<file path="config.mk">
export PLATFORM = sky130hd
export DESIGN_NAME = nr_divider
export DESIGN_NICKNAME = d
export VERILOG_FILES = /design/src/rtl/nr_div_pkg.sv /design/src/rtl/nr_div_ctrl.sv /design/src/rtl/nr_div_dp.sv /design/src/rtl/nr_divider.sv
export SDC_FILE = /design/constraint.sdc
export NUM_CORES = 1
export LEC_CHECK = 0
export BUFFER_PORTS_ARGS = -buffer_cell sky130_fd_sc_hd__buf_2
export CAP_MARGIN = 15
export CORE_MARGIN = 5
export CORE_UTILIZATION = 59
export DETAILED_ROUTE_END_ITERATION = 7
export GPL_TIMING_DRIVEN = 0
export HOLD_SLACK_MARGIN = 0.06
export PLACE_DENSITY_LB_ADDON = 0.2
export SYNTH_ARGS = -nofsm -noshare
export SYNTH_HDL_FRONTEND = slang
export SYNTH_SLANG_ARGS = --single-unit
</file>
<file path="constraint.sdc">
create_clock -name clk -period 3.2 [get_ports clk]
set_input_delay 0.48 -clock clk [delete_from_list [all_inputs] [get_ports clk]]
set_output_delay 0.48 -clock clk [all_outputs]
set_load 0.005 [all_outputs]
</file>
<file path="src/rtl/nr_div_pkg.sv">
package nr_div_pkg;
  typedef enum logic [2:0] {
    ST_IDLE,
    ST_INIT,
    ST_SUB,
    ST_TEST,
    ST_OPER,
    ST_DONE
  } dstate_t;
endpackage

</file>
<file path="src/rtl/nr_div_ctrl.sv">
module nr_div_ctrl
  import nr_div_pkg::*;
#(
  parameter int H  = 4,
  localparam int CW = $clog2(H + 1)
) (
  input  logic          clk,
  input  logic          rst,
  input  logic          start,
  input  logic          acc_neg,
  output dstate_t       state_o,
  output logic          load_o,
  output logic          step_o,
  output logic          step_sub_o,
  output logic          test_o,
  output logic          last_o,
  output logic          sel_o,
  output logic [CW-1:0] cnt_o,
  output logic          stop_o
);
  dstate_t       state_q;
  logic          sel_q;
  logic [CW-1:0] cnt_q;
  logic          last_w;

  assign last_w = (cnt_q == CW'(H - 1));

  always_ff @(posedge clk) begin
    if (rst) begin
      state_q <= ST_IDLE;
      sel_q   <= 1'b1;
      cnt_q   <= '0;
    end else begin
      case (state_q)
        ST_IDLE: if (start) state_q <= ST_INIT;
        ST_INIT: begin
          cnt_q   <= '0;
          state_q <= ST_SUB;
        end
        ST_SUB: begin
          sel_q   <= 1'b1;
          state_q <= ST_TEST;
        end
        ST_TEST: begin
          sel_q   <= ~acc_neg;
          cnt_q   <= cnt_q + 1'b1;
          state_q <= last_w ? ST_DONE : ST_OPER;
        end
        ST_OPER: state_q <= ST_TEST;
        ST_DONE: state_q <= ST_IDLE;
        default: state_q <= ST_IDLE;
      endcase
    end
  end

  assign state_o    = state_q;
  assign load_o     = (state_q == ST_IDLE) && start;
  assign step_o     = (state_q == ST_SUB) || (state_q == ST_OPER);
  assign step_sub_o = (state_q == ST_SUB) || sel_q;
  assign test_o     = (state_q == ST_TEST);
  assign last_o     = last_w;
  assign sel_o      = sel_q;
  assign cnt_o      = cnt_q;
  assign stop_o     = (state_q == ST_DONE);
endmodule

</file>
<file path="src/rtl/nr_div_dp.sv">
module nr_div_dp #(
  parameter int H = 4
) (
  input  logic         clk,
  input  logic         rst,
  input  logic         load,
  input  logic [H-1:0] dividend,
  input  logic [H-1:0] divisor,
  input  logic         step,
  input  logic         step_sub,
  input  logic         test,
  input  logic         last,
  output logic         acc_neg,
  output logic [H-1:0] quot,
  output logic [H-1:0] rem,
  output logic [H-1:0] dvs,
  output logic         dz
);
  logic [H:0]   acc_q;
  logic [H-1:0] q_q;
  logic [H-1:0] dvs_q;
  logic         dz_q;
  logic [H:0]   shifted_w;

  // One step: the shifted partial remainder plus or minus the divisor
  function automatic logic [H:0] nr_step(input logic [H:0] sh,
                                         input logic [H-1:0] d,
                                         input logic do_sub);
    return do_sub ? (sh - {1'b0, d}) : (sh + {1'b0, d});
  endfunction

  // Add-back when the final partial remainder is negative
  function automatic logic [H:0] nr_fix(input logic [H:0] a,
                                        input logic [H-1:0] d);
    return a[H] ? (a + {1'b0, d}) : a;
  endfunction

  assign shifted_w = {acc_q[H-1:0], q_q[H-1]};

  always_ff @(posedge clk) begin
    if (rst) begin
      acc_q <= '0;
      q_q   <= '0;
      dvs_q <= '0;
      dz_q  <= 1'b0;
    end else if (load) begin
      acc_q <= '0;
      q_q   <= dividend;
      dvs_q <= divisor;
      dz_q  <= (divisor == '0);
    end else if (step) begin
      acc_q <= nr_step(shifted_w, dvs_q, step_sub);
      q_q   <= q_q << 1;
    end else if (test) begin
      q_q[0] <= ~acc_q[H];
      if (last) acc_q <= nr_fix(acc_q, dvs_q);
    end
  end

  assign acc_neg = acc_q[H];
  assign quot    = q_q;
  assign rem     = acc_q[H-1:0];
  assign dvs     = dvs_q;
  assign dz      = dz_q;
endmodule

</file>
<file path="src/rtl/nr_divider.sv">
module nr_divider
  import nr_div_pkg::*;
#(
  parameter int N = 8,
  localparam int H  = N / 2,
  localparam int CW = $clog2(H + 1)
) (
  input  logic         clk,
  input  logic         rst,
  input  logic         start,
  input  logic [H-1:0] dividend,
  input  logic [H-1:0] divisor,
  output logic [H-1:0] quotient,
  output logic [H-1:0] remainder,
  output logic         stop,
  output logic         div_zero
);
  dstate_t       state_w;
  logic          load_w, step_w, step_sub_w, test_w, last_w, sel_w;
  logic          acc_neg_w;
  logic [CW-1:0] cnt_w;
  logic [H-1:0]  dvs_w;

  nr_div_ctrl #(.H(H)) ctrl_i (
    .clk        (clk),
    .rst        (rst),
    .start      (start),
    .acc_neg    (acc_neg_w),
    .state_o    (state_w),
    .load_o     (load_w),
    .step_o     (step_w),
    .step_sub_o (step_sub_w),
    .test_o     (test_w),
    .last_o     (last_w),
    .sel_o      (sel_w),
    .cnt_o      (cnt_w),
    .stop_o     (stop)
  );

  nr_div_dp #(.H(H)) dp_i (
    .clk      (clk),
    .rst      (rst),
    .load     (load_w),
    .dividend (dividend),
    .divisor  (divisor),
    .step     (step_w),
    .step_sub (step_sub_w),
    .test     (test_w),
    .last     (last_w),
    .acc_neg  (acc_neg_w),
    .quot     (quotient),
    .rem      (remainder),
    .dvs      (dvs_w),
    .dz       (div_zero)
  );
endmodule

</file>
[Word-level counts from Yosys, hierarchy flattened]
Index checks and enable logic that the tools add are counted.
Operators by class
  add/subtract/negate cells: 4
  reduce and logical (&&, ||, !) cells: 16
  bitwise operators: 1
  mux-type cells: 14
  eq/ne operators: 7
Operator list (count)
  $mux W5: 5
  $pmux W3 S4: 1
  $reduce_bool A2 Y1: 6
  $add A5 B4 Y5: 2
  $eq A3 B2 Y1 const B: 3
  $eq A3 B3 Y1 const B: 2
  $mux W3: 2
  $pmux W3 S2: 1
  $sub A5 B4 Y5: 1
  $logic_not A4 Y1: 1
  $mux W4: 1
  $reduce_or A2 Y1: 2
  $add A3 B1 Y3 const B: 1
  $eq A3 B1 Y1 const B: 1
  $logic_not A3 Y1: 1
  $mux W1: 3
  $reduce_and A3 Y1: 1
  $reduce_bool A3 Y1: 1
  $logic_or A1 B1 Y1: 2
  $ne A2 B2 Y1 const B: 1
  $pmux W1 S2: 1
  $reduce_and A2 Y1: 1
  $logic_and A1 B1 Y1: 1
  $not A1 Y1: 1
Storage, ports and cells
  input port bits: 11
  flip-flop bits (word level): 21
  output and inout port bits: 10
  logic and storage cells: 51

[Logic depth before layout (Yosys ltp)]
  depth after elaboration: 5
  mapped depth: 11
  depth with buffers taken out: 10

[By module]
From an unflattened synthesis, not the netlist that was laid out.
Unflattened totals
  cell total of the unflattened synthesis: 151
  area total of the unflattened synthesis: 1342.5 sq um
By module, submodules not included
  nr_div_dp: cells an instance 108, area each 950.9 sq um, sequential area each 280.3 sq um, instances 1
  nr_div_ctrl: cells an instance 43, area each 391.6 sq um, sequential area each 140.1 sq um, instances 1

[Worst setup path after synthesis]
No wires, ideal clock.
  kind: reg-to-reg
  start: register ctrl_i.state_q[2], in the netlist ctrl_i.state_o[2]
  end: register dp_i.acc_q[4]
  period minus slack after synthesis: 2.152 ns
  arrival: 2.036 ns
  cell stages (with the launch flop): 12
  slack: 1.048 ns
  required time: 3.084 ns
  cells stage by stage: dfxtp_1 -> buf_4 -> nor2_1 -> a21oi_1 -> nor2b_1 -> xnor2_1 -> ha_1 -> nor2b_1 -> o21a_1 -> o211ai_1 -> o32ai_1 -> a41o_1
On the way
  longest elaborated chain between the ends: 4
Ends and longest elaborated chain
  start, declared: line nr_div_ctrl.sv:21  | dstate_t state_q;
  start signal, assigned: line nr_div_ctrl.sv:47  | state_q <= last_w ? ST_DONE : ST_OPER;
  $eq A3 B2 Y1 or $eq A3 B3 Y1 (tied branches): line nr_div_ctrl.sv:58, nr_div_ctrl.sv:59
  $logic_or A1 B1 Y1, on equally long branches: line nr_div_ctrl.sv:59, nr_div_ctrl.sv:58
  $mux W5 or $reduce_bool A2 Y1 (tied branches)
  $mux W5 or $reduce_and A2 Y1 (tied branches)
  end signal, assigned: line nr_div_dp.sv:52  | acc_q <= nr_step(shifted_w, dvs_q, step_sub);
  end signal, assigned: line nr_div_dp.sv:56  | if (last) acc_q <= nr_fix(acc_q, dvs_q);
  end, declared: line nr_div_dp.sv:19  | logic [H:0] acc_q;
Parallel ways exist; a longest one is shown, timed or not.
A chain may end at the register's enable or synchronous reset.

[Worst setup path after layout]
Same ends and word-level chain as after synthesis.

==> impl_metrics.json <==
{
  "status": "finished, final reports clean",
  "finalHoldViolCount": 0,
  "cts_resized": 0,
  "gp_congestion": 0.782,
  "finalCritPeriodShare": 0.733,
  "cts_hold_buffers": 0,
  "core_mm2": 0.00215,
  "critPathBufInv": 1,
  "cp_max_fo": 10,
  "finClkSkew_ps": 3.03,
  "antenna_found_initial": 0,
  "syn_nets": 178,
  "grt_overflow": 0,
  "hold_path_class": "in -> reg",
  "die_y_um": 56.8,
  "cp-start-kind": "register",
  "reg2reg_slack_ps": 850,
  "synth-seq-area-share": 0.325,
  "path_clk_slew_ps": 120,
  "powerDensity_mw_per_mm2": 395,
  "syn_area_mm2": 0.00129,
  "fp-row-count": 17,
  "drt-vias-per-instance": 5.72,
  "final_cell_mix": "21 x buf_2, 21 x dfxtp_1, 18 x nand2_1",
  "ir_worst_vdd_mv": 0.366,
  "fin_tns_setup_ps": 0,
  "insertedDiodeCount": 0,
  "ys_ff_latch": 21,
  "rsz0062_at_grt": "no",
  "postCtsSetupRepairBufs": 0,
  "fmax_mhz": 426,
  "maxSlewViolCount": 0,
  "cp.required_ps": 3410,
  "slew_headroom": 0.540,
  "p_leak_nw": 0.631,
  "io_pins": 21,
  "final_util": 0.674,
  "cts-root-buf": "clkbuf_4",
  "worst_path_max_delay_cell": "dfxtp_1",
  "htreeDepth": 1,
  "vias": 1172,
  "die_area_mm2": 0.00323,
  "yosysWarningCount": 0,
  "start_util": 0.602,
  "wirelength_um": 2780,
  "grt_use_total": 0.181,
  "layout_min_cycle_time_ps": 2350,
  "setup-violations-final": 0,
  "hpwlAfterDp_um": 2240,
  "drive_above_1_share": 0.169,
  "drt_iter0_markers": 21,
  "firstDrtPassIters": 4,
  "clock-sinks": 21,
  "grt_pass1_vias": 1181,
  "hold-worst-slack_ps": 416,
  "cts_tree": "built",
  "avgSynthCellArea_um2": 8.39,
  "path_delay_family": "compound AO/OA/AOI/OAI gates",
  "crit_start": "ctrl_i.state_o[2]",
  "synth_cell_types": 38,
  "path_cells": "buf_4, nor2_1, a21oi_1, nor2b_1, xnor2_1, ha_1, nor2b_1, o21a_1, o211ai_1, o32ai_1, a41o_1",
  "area_delta_synth_final_pct": 12.1,
  "cp_common_cell": "nor2b_1",
  "drc": 0,
  "worst_slew_pin_slew_ps": 689,
  "clockBufferDepth": 2,
  "drv_cap": 0,
  "end_kind": "register",
  "critPathArrivalTime_ps": 2560,
  "r2r_start": "ctrl_i.state_o[2]",
  "io_buffers": 19,
  "async_reset_ff_frac": 0,
  "nets": 202,
  "critPathMaxStageDelay_ps": 360,
  "grt_first_pass_wirelength_um": 4760,
  "drt-wirelength-per-cell_um": 13.6,
  "die_x_um": 56.8,
  "ys.flop_type": "dfxtp_1",
  "antenna_left": 0,
  "insertion_delay_ps": 300,
  "synth_edf_count": 0,
  "cts_inserted_buffers": 3,
  "syn_inst": 154,
  "hold_start": "dividend[0]",
  "grt_start_max_net_pins": 12,
  "path_class": "reg -> reg"
}
## registers in the layout, summed over array words and instances, names as in the netlist
register / cells
dp_i.acc_q: 5
dp_i.dvs: 4
dp_i.quot: 4
ctrl_i.cnt_o: 3
ctrl_i.state_o: 3
ctrl_i.sel_o: 1
dp_i.dz: 1
## logic make-up after synthesis
family,share of synthesized area
buf+inv,0.0513
compound gates,0.194
xor+xnor,0.0542
flops,0.325
fa+ha+maj,0.137
mux,0.0319
simple gates,0.206
## where the power goes
group          switching [mW]  internal (mW)
clock                  0.0797         0.0486
combinational          0.0816         0.0660
sequential             0.0186          0.278
## cell type report
type	instances	area (um^2)
multi-input combinational	118	806
inverter	8	30.0
buffer	7	36.3
sequential	21	420
tap	28	35.0
fill	199	699
timing repair buffer	19	95.1
clock buffer	4	26.3
## worst min-delay path, cell delays in order
cell     delay (ps)
buf_2           100
nand2_1          50
a21oi_1          50
## synthesized netlist by cell type, types with 3 or more instances
cell type	count	area, um^2
a211oi_1	6	45.0
dfxtp_1	21	420
a21oi_1	14	70.1
mux2i_1	3	30.0
nor2b_1	5	31.3
o21ai_0	3	15.0
a21o_1	4	30.0
xnor2_1	4	35.0
inv_1	8	30.0
nor3_1	4	20.0
nor2_1	16	60.1
a221oi_1	3	26.3
ha_1	11	138
nand2_1	18	67.6
xor2_1	4	35.0
## metal layers
metal	wire length, um	GRT usage
met5	0	0
met4	51	0.0695
met3	80	0.0253
met2	1440	0.333
met1	1210	0.209
## metrics by stage
stage | worst slack (ps) | total power [mW] | instances | cell area [um^2]
after floorplan | 1050 | 0.405 | 154 | 1290
after global placement | 908 | 0.441 | 201 | 1420
after detailed placement | 886 | 0.449 | 201 | 1420
after CTS | 867 | 0.574 | 205 | 1450
after global routing | 615 | 0.604 | 205 | 1450
final | 853 | 0.572 | 205 | 1450
## final timing paths
check | endpoint | depth (start not counted)
max | dp_i.acc_q[4] | 11
min | dp_i.quot[0] | 3
max reg2reg | dp_i.acc_q[4] | 11
min reg2reg | dp_i.dz | 2
Power figures use the tool's default switching activity.
